$ cat config.mk
export PLATFORM = sky130hd
export DESIGN_NAME = sar_int_engine
export DESIGN_NICKNAME = d
export VERILOG_FILES = /design/src/rtl/sar_int_pkg.sv /design/src/rtl/sar_int_ctrl.sv /design/src/rtl/sar_int_datapath.sv /design/src/rtl/sar_int_engine.sv
export SDC_FILE = /design/constraint.sdc
export NUM_CORES = 1
export LEC_CHECK = 0
export ABC_AREA = 0
export BUFFER_PORTS_ARGS = -buffer_cell sky130_fd_sc_hd__buf_2
export CAP_MARGIN = 20
export CORE_MARGIN = 2
export CORE_UTILIZATION = 35
export CTS_CLUSTER_DIAMETER = 150
export CTS_CLUSTER_SIZE = 24
export DETAILED_ROUTE_END_ITERATION = 12
export GPL_TIMING_DRIVEN = 0
export HOLD_SLACK_MARGIN = 0.06
export PLACE_DENSITY_LB_ADDON = 0.05
export SLEW_MARGIN = 20
export SYNTH_ARGS = -nofsm -noshare
export SYNTH_HDL_FRONTEND = slang
export SYNTH_SLANG_ARGS = --single-unit
export TNS_END_PERCENT = 5
$ cat constraint.sdc
create_clock -name clk -period 2.3 [get_ports clk]
set_clock_uncertainty 0.05 [all_clocks]
set_input_delay 0.115 -clock clk [delete_from_list [all_inputs] [get_ports clk]]
set_output_delay 0.115 -clock clk [all_outputs]
set_load 0.02 [all_outputs]
$ cat src/rtl/sar_int_pkg.sv
package sar_int_pkg;
  typedef struct packed {
    logic clearSar;
    logic sarStep;
    logic commit;
    logic shiftOut;
    logic convActive;
  } ctlStrobes_t;
endpackage

$ cat src/rtl/sar_int_ctrl.sv
module sar_int_ctrl
  import sar_int_pkg::*;
#(
  parameter int DATA_W    = 16,
  parameter int CAL_TICKS = 80000
) (
  input  logic                      clk,
  input  logic                      rstN,
  input  logic                      intClkEn,
  input  logic                      startStrobe,
  input  logic                      startCal,
  input  logic                      csN,
  input  logic                      sclk,
  output logic                      sstrb,
  output ctlStrobes_t               ctl,
  output logic [$clog2(DATA_W)-1:0] bitIdx
);
  localparam int IDX_W  = $clog2(DATA_W);
  localparam int MAXC   = (CAL_TICKS > DATA_W) ? CAL_TICKS : DATA_W;
  localparam int CNT_W  = $clog2(MAXC + 1);
  localparam logic [CNT_W-1:0] LAST_CONV = CNT_W'(DATA_W - 1);
  localparam logic [CNT_W-1:0] LAST_CAL  = CNT_W'(CAL_TICKS - 1);

  typedef enum logic [1:0] {ST_IDLE, ST_CONV, ST_CAL} state_t;

  state_t           state;
  logic [CNT_W-1:0] stepCnt;
  logic             sstrbReg;
  logic             sclkQ;
  logic             sclkFall;

  assign sclkFall = sclkQ && !sclk;

  always_ff @(posedge clk) begin
    if (!rstN) begin
      state    <= ST_IDLE;
      stepCnt  <= '0;
      sstrbReg <= 1'b1;
      sclkQ    <= 1'b0;
    end else begin
      sclkQ <= sclk;
      if (startStrobe) begin
        state    <= startCal ? ST_CAL : ST_CONV;
        stepCnt  <= '0;
        sstrbReg <= 1'b0;
      end else if (intClkEn) begin
        unique case (state)
          ST_CONV: begin
            if (stepCnt == LAST_CONV) begin
              state    <= ST_IDLE;
              stepCnt  <= '0;
              sstrbReg <= 1'b1;
            end else begin
              stepCnt <= stepCnt + 1'b1;
            end
          end
          ST_CAL: begin
            if (stepCnt == LAST_CAL) begin
              state    <= ST_IDLE;
              stepCnt  <= '0;
              sstrbReg <= 1'b1;
            end else begin
              stepCnt <= stepCnt + 1'b1;
            end
          end
          default: ;
        endcase
      end
    end
  end

  always_comb begin
    ctl.clearSar   = startStrobe;
    ctl.convActive = (state == ST_CONV);
    ctl.sarStep    = ctl.convActive && intClkEn && !startStrobe;
    ctl.commit     = ctl.sarStep && (stepCnt == LAST_CONV);
    ctl.shiftOut   = (state == ST_IDLE) && !startStrobe && sclkFall && !csN;
  end

  assign bitIdx = IDX_W'(DATA_W - 1) - stepCnt[IDX_W-1:0];
  assign sstrb  = sstrbReg;

  // a start always pulls the status low on the next edge
  p_start_low_r2: assert property (@(posedge clk) disable iff (!rstN)
    startStrobe |=> !sstrb);

  // status can only rise on an edge that saw a tick and no start
  p_rise_needs_tick_r10: assert property (@(posedge clk) disable iff (!rstN)
    $rose(sstrb) |-> ($past(intClkEn) && !$past(startStrobe)));

  // no readout shift is requested while busy
  p_no_shift_busy_r6: assert property (@(posedge clk) disable iff (!rstN)
    ctl.shiftOut |-> sstrb);

  // SAR steps only while status shows busy
  p_step_busy_r3: assert property (@(posedge clk) disable iff (!rstN)
    ctl.sarStep |-> !sstrb);
endmodule

$ cat src/rtl/sar_int_datapath.sv
module sar_int_datapath
  import sar_int_pkg::*;
#(
  parameter int DATA_W = 16
) (
  input  logic                      clk,
  input  logic                      rstN,
  input  ctlStrobes_t               ctl,
  input  logic [$clog2(DATA_W)-1:0] bitIdx,
  input  logic                      compBit,
  output logic [DATA_W-1:0]         dacCode,
  output logic [DATA_W-1:0]         holdData,
  output logic                      dout
);
  logic [DATA_W-1:0] sarReg;
  logic [DATA_W-1:0] holdReg;
  logic [DATA_W-1:0] shiftReg;
  logic [DATA_W-1:0] trialWord;
  logic [DATA_W-1:0] nextSar;

  assign trialWord = sarReg | (DATA_W'(1) << bitIdx);
  assign nextSar   = compBit ? trialWord : sarReg;
  assign dacCode   = ctl.convActive ? trialWord : sarReg;

  always_ff @(posedge clk) begin
    if (!rstN) begin
      sarReg   <= '0;
      holdReg  <= '0;
      shiftReg <= '0;
    end else begin
      if (ctl.clearSar) begin
        sarReg <= '0;
      end else if (ctl.sarStep) begin
        sarReg <= nextSar;
      end
      if (ctl.commit) begin
        holdReg  <= nextSar;
        shiftReg <= nextSar;
      end else if (ctl.shiftOut) begin
        shiftReg <= {shiftReg[DATA_W-2:0], 1'b0};
      end
    end
  end

  assign holdData = holdReg;
  assign dout     = shiftReg[DATA_W-1];

  // the stored result moves only on a committing step
  p_hold_stable_r9: assert property (@(posedge clk) disable iff (!rstN)
    !ctl.commit |=> $stable(holdData));

  // readout frozen unless shifted or reloaded
  p_shift_frozen_r6: assert property (@(posedge clk) disable iff (!rstN)
    (!ctl.commit && !ctl.shiftOut) |=> $stable(dout));

  // commit and shift request never coincide
  p_commit_excl_r4: assert property (@(posedge clk) disable iff (!rstN)
    !(ctl.commit && ctl.shiftOut));
endmodule

$ cat src/rtl/sar_int_engine.sv
module sar_int_engine
  import sar_int_pkg::*;
#(
  parameter int DATA_W    = 16,
  parameter int CAL_TICKS = 80000
) (
  input  logic              clk,
  input  logic              rstN,
  input  logic              intClkEn,
  input  logic              startStrobe,
  input  logic              startCal,
  input  logic              compBit,
  input  logic              csN,
  input  logic              sclk,
  output logic              sstrb,
  output logic              dout,
  output logic [DATA_W-1:0] dacCode,
  output logic [DATA_W-1:0] holdData
);
  ctlStrobes_t               ctl;
  logic [$clog2(DATA_W)-1:0] bitIdx;

  sar_int_ctrl #(.DATA_W(DATA_W), .CAL_TICKS(CAL_TICKS)) uCtrl (
    .clk(clk), .rstN(rstN), .intClkEn(intClkEn), .startStrobe(startStrobe),
    .startCal(startCal), .csN(csN), .sclk(sclk), .sstrb(sstrb),
    .ctl(ctl), .bitIdx(bitIdx)
  );

  sar_int_datapath #(.DATA_W(DATA_W)) uData (
    .clk(clk), .rstN(rstN), .ctl(ctl), .bitIdx(bitIdx), .compBit(compBit),
    .dacCode(dacCode), .holdData(holdData), .dout(dout)
  );
endmodule

# --- Word level (Yosys, flattened, before mapping) ---
# Cells that the tools add are included.
# W data, S select, Z words.
totals:
  latchBits: 0
  ramBits: 0
  n_memories: 0
  reg_bits: 69
  mem_bits_ro: 0
  in_bits: 8
  word_cells: 54
  out_inout_bits: 34
classes:
  n_reduce_logical: 18
  bitwise: 2
  order_cmp: 0
  multipliers: 0
  div: 0
  n_eq_ne: 6
  n_mux: 18
  add_sub_neg: 2
  shift: 1
op_table:
  columns: ["op", "count"]
  rows:
  - ["$mux W16", 4]
  - ["$mux W17", 2]
  - ["$pmux W17 S2", 1]
  - ["$add A17 B1 Y17 const B", 1]
  - ["$eq A17 B17 Y1 const B", 1]
  - ["$eq A17 B4 Y1 const B", 1]
  - ["$or A16 B16 Y16", 1]
  - ["$shl A1 B4 Y16 const A", 1]
  - ["$mux W2", 5]
  - ["$logic_and A1 B1 Y1", 7]
  - ["$reduce_bool A2 Y1", 3]
  - ["$mux W1", 4]
  - ["$pmux W2 S2", 1]
  - ["$reduce_and A4 Y1", 1]
  - ["$sub A4 B4 Y4 const A", 1]
  - ["$logic_not A1 Y1", 3]
  - ["$ne A3 B2 Y1 const B", 1]
  - ["$ne A3 B3 Y1 const B", 1]
  - ["$reduce_bool A3 Y1", 1]
  - ["$eq A2 B1 Y1 const B", 1]
  - ["$eq A2 B2 Y1 const B", 1]
  - ["$logic_not A2 Y1", 1]
  - ["$pmux W1 S2", 1]
  - ["$reduce_and A2 Y1", 1]
  - ["2 further kinds", 2]

# --- Longest topological paths before layout ---
logic_depth:
  depth_word: 6
  mapped_depth: 8
  mapped_depth_nobuf: 6

# --- Cells and area by module ---
# Synthesis repeated with hierarchy kept, for this count alone.
hier_totals:
  hier_cells: 380
  area_unflattened_um2: 3309.4
modules_own_cells:
  columns: ["module", "area_each_um2", "instances", "seq_area_each_um2", "cells_each"]
  rows:
  - ["sar_int_datapath", 2199.6, 1, 960.9, 250]
  - ["sar_int_ctrl", 1109.8, 1, 420.4, 130]

# --- Worst setup path after synthesis ---
# Ideal clock, no wire load.
synth_path:
  path_kind: "register to register"
  from: "register uCtrl.state[0]"
  to: "register uCtrl.stepCnt[16]"
  period_less_slack_ns: 1.882
  path_slack_ns: 0.418
  path_stages_with_launch: 8
  setup_ns: 0.079
  t_arrival_ns: 1.752
  path_buffers: 1
  t_required_ns: 2.171
  cell_sequence: "dfxtp_1 inv_1 ha_1 and4_1 buf_2 nand4_1 or3_1 a211oi_2"
synth_between:
  elab_chain_cells: 3
  elab_cells_between_ends: 5
  cone_classes: "eq/ne (2); mux (1); reduce/logical (2)"
synth_lines:
  columns: ["item", "line_no", "rtl"]
  rows:
  - ["start: declaration", "sar_int_ctrl.sv:26", "state_t state;"]
  - ["start signal: assignment", "sar_int_ctrl.sv:43", "state <= startCal ? ST_CAL : ST_CONV;"]
  - ["$eq A2 B2 Y1 or $eq A2 B1 Y1 (tied branches)", "sar_int_ctrl.sv:47", "unique case (state)"]
  - ["$reduce_bool A2 Y1 (no line)", null, null]
  - ["$reduce_and A2 Y1 (no line)", null, null]
  - ["end signal: assignment", "sar_int_ctrl.sv:54", "stepCnt <= stepCnt + 1'b1;"]
  - ["end signal: assignment", "sar_int_ctrl.sv:63", "stepCnt <= stepCnt + 1'b1;"]
  - ["end: declaration", "sar_int_ctrl.sv:27", "logic [CNT_W-1:0] stepCnt;"]
# Several ways; a longest one is shown, not always the timed one.
# A chain may end at the register's enable or synchronous reset.

# --- Worst setup path after layout ---
# Ends and elaborated chain as after synthesis.

==> results_dict.tcl <==
set metrics [dict create \
    clock_tree_from_tritoncts "done" \
    grt_overflow_total 0 \
    comb_power_share_pct 5.0 \
    seqPwrFrac_pct 48.2 \
    initial_core_util_pct 35.76 \
    detailedRoute.firstPassIterationCount 5 \
    static-leakage-power_nw 1.645 \
    placement.setup.worst_slack_ns 0.05035 \
    cts_sinks 69 \
    clock_latency_on_the_worst_skew_pair_ns 0.36 \
    diode_insertion_count_for_antenna_repair 0 \
    std_cell_rows 35 \
    place.port_buffers 41 \
    crit_type "reg -> reg" \
    drt-initial-drc-count 109 \
    antenna_found_initial 0 \
    vdd.ir_drop.worst_mv 0.2793 \
    clkPwrFrac_pct 46.9 \
    area_growth_pct 18.88 \
    fmax_mhz 461.9 \
    most_used_cells_in_the_layout_excluding_fill_and_tap_cells "sky130_fd_sc_hd__dfxtp_1, sky130_fd_sc_hd__buf_2, sky130_fd_sc_hd__a21oi_1, sky130_fd_sc_hd__nor3_1, sky130_fd_sc_hd__inv_1" \
    chipWidth_um 100.7 \
    unrepaired_setup_endpoints_after_global_routing "yes" \
    ys_ff_latch 69 \
    power.share.switching_pct 25.19 \
    area.sequential_sq_mm 0.001383 \
    period_share_pct 94.14 \
    final_count_of_negative_setup_slack_endpoints 0 \
    cts.path.max_buffers 2 \
    synth_warn 0 \
    yosysUniqueCellTypes 46 \
    grt_max_degree 15 \
    asyncSetResetFlopFracSynth_pct 0 \
    wire_per_inst_um 16.26 \
    reg_clk_slew_reported_paths_ns 0.09 \
    worstHoldStart "startStrobe" \
    post-cts-setup-buffer-count 0 \
    global_route.usage.total_pct 18.16 \
    worstRegToRegCells 7 \
    reg_to_reg_setup_timing_slack_ns 0.13 \
    crit_path_end_kind "register" \
    synthFlopType "sky130_fd_sc_hd__dfxtp_1" \
    fin_crit_ns 2.165 \
    setup_total_negative_slack_ns 0 \
    worstReg2RegEnd "uCtrl.stepCnt[16]" \
    dr_total_vias 2933 \
    num_io_pins 42 \
    synthesis.area_per_instance_sq_um 8.894 \
    run_status "finished clean" \
    layout_commonest_cell "sky130_fd_sc_hd__dfxtp_1" \
    clk_root_buffer_cell "sky130_fd_sc_hd__clkbuf_8" \
    hold_depth 4 \
    post-route-cell-area_sq_mm 0.003891 \
    drv_cap 0 \
    layoutNonFillerInstCount 539 \
    place_inst 520 \
    sw_pwr_mw 0.6293 \
    filler_cell_count 962 \
    maxSlewHeadroom_pct 55.57 \
    wirelength_um 8765 \
    path_max_fanout 7 \
    timing.final.hold_violations 0 \
    postSynthNetCount 385 \
    critical_path_arrival_ns 2.40 \
    drt-vias-per-instance 5.442 \
    clock_tree.htree_level_count 3 \
    design.die.area_sq_mm 0.01014 \
    nNetsFinal 440 \
    r2r-start "uCtrl.state[0]" \
    final_layout_size_suffix_gt1_share_pct 22.90 \
    drt.antenna.violating_nets 0 \
    dpl_cell_area_sq_mm 0.003617 \
    edff_count_synth 0 \
    route.detailed.drc 0 \
    synth-seq-area-share_pct 42.20 \
    cts_buffers 9 \
    timing.critical_path.from "uCtrl.state[0]" \
    p_per_area_mw_per_mm2 642.1 \
    place.detailed.hpwl_um 6496 \
    multi_input_comb_area_sq_mm 0.001687 \
    final-max-slew-violation-count 0 \
    first_global_vias 2697 \
    max_slew.worst_pin.slew_ns 0.6614 \
    grt_pass1_wl_um 14120 \
    crit_path_start_kind "register" \
    cell_count_after_synthesis 368 \
    hold_class "in -> reg" \
    place_congestion 0.7923 \
    design.core.area_sq_mm 0.009153 \
    p_int_mw 1.869 \
    worstPathRequired_ns 2.53 \
    timing.hold.worst_endpoint "uCtrl.stepCnt[0]" \
    syn-cell-area_sq_mm 0.003273 \
    final.setup.worst_slack_ns 0.1348 \
    floorplan.die.height_um 100.7 \
]
[sequential cells by signal, indices dropped and copies added, names as in the netlist]
signal / count
uCtrl.stepCnt: 17
uData.holdData: 16
uData.sarReg: 16
uData.shiftReg: 16
uCtrl.state: 2
uCtrl.sclkQ: 1
uCtrl.sstrb: 1
[synth_stat cells (2+ instances only)]
master / number / area share [%]
sky130_fd_sc_hd__o21bai_1: 2 / 0.46
sky130_fd_sc_hd__a211oi_1: 4 / 0.92
sky130_fd_sc_hd__a21o_1: 2 / 0.46
sky130_fd_sc_hd__dfxtp_1: 69 / 42
sky130_fd_sc_hd__a21oi_1: 38 / 5.8
sky130_fd_sc_hd__a31oi_1: 11 / 2.1
sky130_fd_sc_hd__o21ai_0: 11 / 1.7
sky130_fd_sc_hd__a41o_1: 15 / 4.6
sky130_fd_sc_hd__o211ai_1: 4 / 0.92
sky130_fd_sc_hd__nand4_1: 10 / 1.9
sky130_fd_sc_hd__inv_1: 23 / 2.6
sky130_fd_sc_hd__a31o_2: 11 / 2.9
sky130_fd_sc_hd__nor3_1: 24 / 3.7
sky130_fd_sc_hd__nand2_1: 13 / 1.5
sky130_fd_sc_hd__buf_1: 3 / 0.34
sky130_fd_sc_hd__clkbuf_2: 2 / 0.31
sky130_fd_sc_hd__nor2_1: 21 / 2.4
sky130_fd_sc_hd__ha_1: 9 / 3.4
sky130_fd_sc_hd__o31ai_1: 2 / 0.46
sky130_fd_sc_hd__clkbuf_1: 8 / 0.92
sky130_fd_sc_hd__and3_1: 5 / 0.96
sky130_fd_sc_hd__and2_1: 4 / 0.76
sky130_fd_sc_hd__or3_1: 6 / 1.1
sky130_fd_sc_hd__xnor2_1: 3 / 0.80
sky130_fd_sc_hd__xor2_1: 6 / 1.6
sky130_fd_sc_hd__nand3_1: 13 / 2.0
sky130_fd_sc_hd__buf_2: 11 / 1.7
sky130_fd_sc_hd__mux2i_1: 15 / 4.6
sky130_fd_sc_hd__and4_1: 3 / 0.80
sky130_fd_sc_hd__nor2b_1: 3 / 0.57
sky130_fd_sc_hd__a211oi_2: 2 / 0.76
[worst max path at each step]
stage | depth (start not counted) | end | slack, ns
CTS | 6 | uData.holdData[4] | 0.02
finish | 7 | uCtrl.stepCnt[16] | 0.13
detailed placement | 6 | uData.shiftReg[4] | 0.05
global placement | 6 | uData.holdData[4] | 0.05
global route | 6 | uCtrl.stepCnt[8] | -0.01
floorplan | 7 | uCtrl.stepCnt[16] | 0.42
[power by group through the flow]
stage	logic [mW]	clock network (mW)	registers [mW]
finish	0.124	1.17	1.20
global route	0.139	1.25	1.20
CTS	0.125	1.20	1.20
detailed placement	0.121	0	1.23
global placement	0.120	0	1.23
floorplan	0.0753	0	1.23
[cell families after synthesis]
logic type / count (synthesis) / synth area share, %
XOR/XNOR: 9 / 2.408
multiplexers: 15 / 4.587
adder cells (fa/ha/maj): 9 / 3.440
flip-flops: 69 / 42.20
buffers and inverters: 50 / 6.575
AND/OR/NAND/NOR: 110 / 18.58
AO/OA/AOI/OAI: 106 / 22.21
[metal layers]
layer,GRT usage (%),wire length (um)
met5,0,0
met4,6.955,137
met3,3.190,337
met2,30.92,4346
met1,22.81,3943
[through the flow]
step / utilization (%) / hold slack [ns] / total power [mW]
detailed placement: 39.52 / 0.2939 / 1.352
global placement: 39.52 / 0.2884 / 1.351
finish: 42.52 / 0.1333 / 2.498
CTS: 42.37 / 0.1011 / 2.523
global route: 42.52 / 0.1336 / 2.589
floorplan: - / 0.1867 / 1.307
[critical path, stage by stage (launching register included)]
cell	delay, ns
sky130_fd_sc_hd__dfxtp_1	0.39
sky130_fd_sc_hd__inv_1	0.08
sky130_fd_sc_hd__ha_1	0.34
sky130_fd_sc_hd__and4_1	0.19
sky130_fd_sc_hd__buf_2	0.17
sky130_fd_sc_hd__nand4_1	0.23
sky130_fd_sc_hd__or3_1	0.42
sky130_fd_sc_hd__a211oi_2	0.22
[timing repair]
| item | in CTS | in global routing |
|---|---|---|
| hold endpoints to repair | 3 | 0 |
| hold buffers | 3 | 0 |
| resized for setup | 0 | 6 |
| setup endpoints to repair | 0 | 39 |
[final cells by class]
| cell class | count | area share, % |
|---|---|---|
| Buffer | 26 | 3.280 |
| Clock buffer | 9 | 3.183 |
| Clock inverter | 7 | 2.733 |
| Inverter | 24 | 2.315 |
| Multi-Input combinational cell | 249 | 43.34 |
| Sequential cell | 69 | 35.53 |
| Tap cell | 111 | 3.569 |
| Timing Repair Buffer | 44 | 6.045 |
Power figures use the tool's default switching activity.
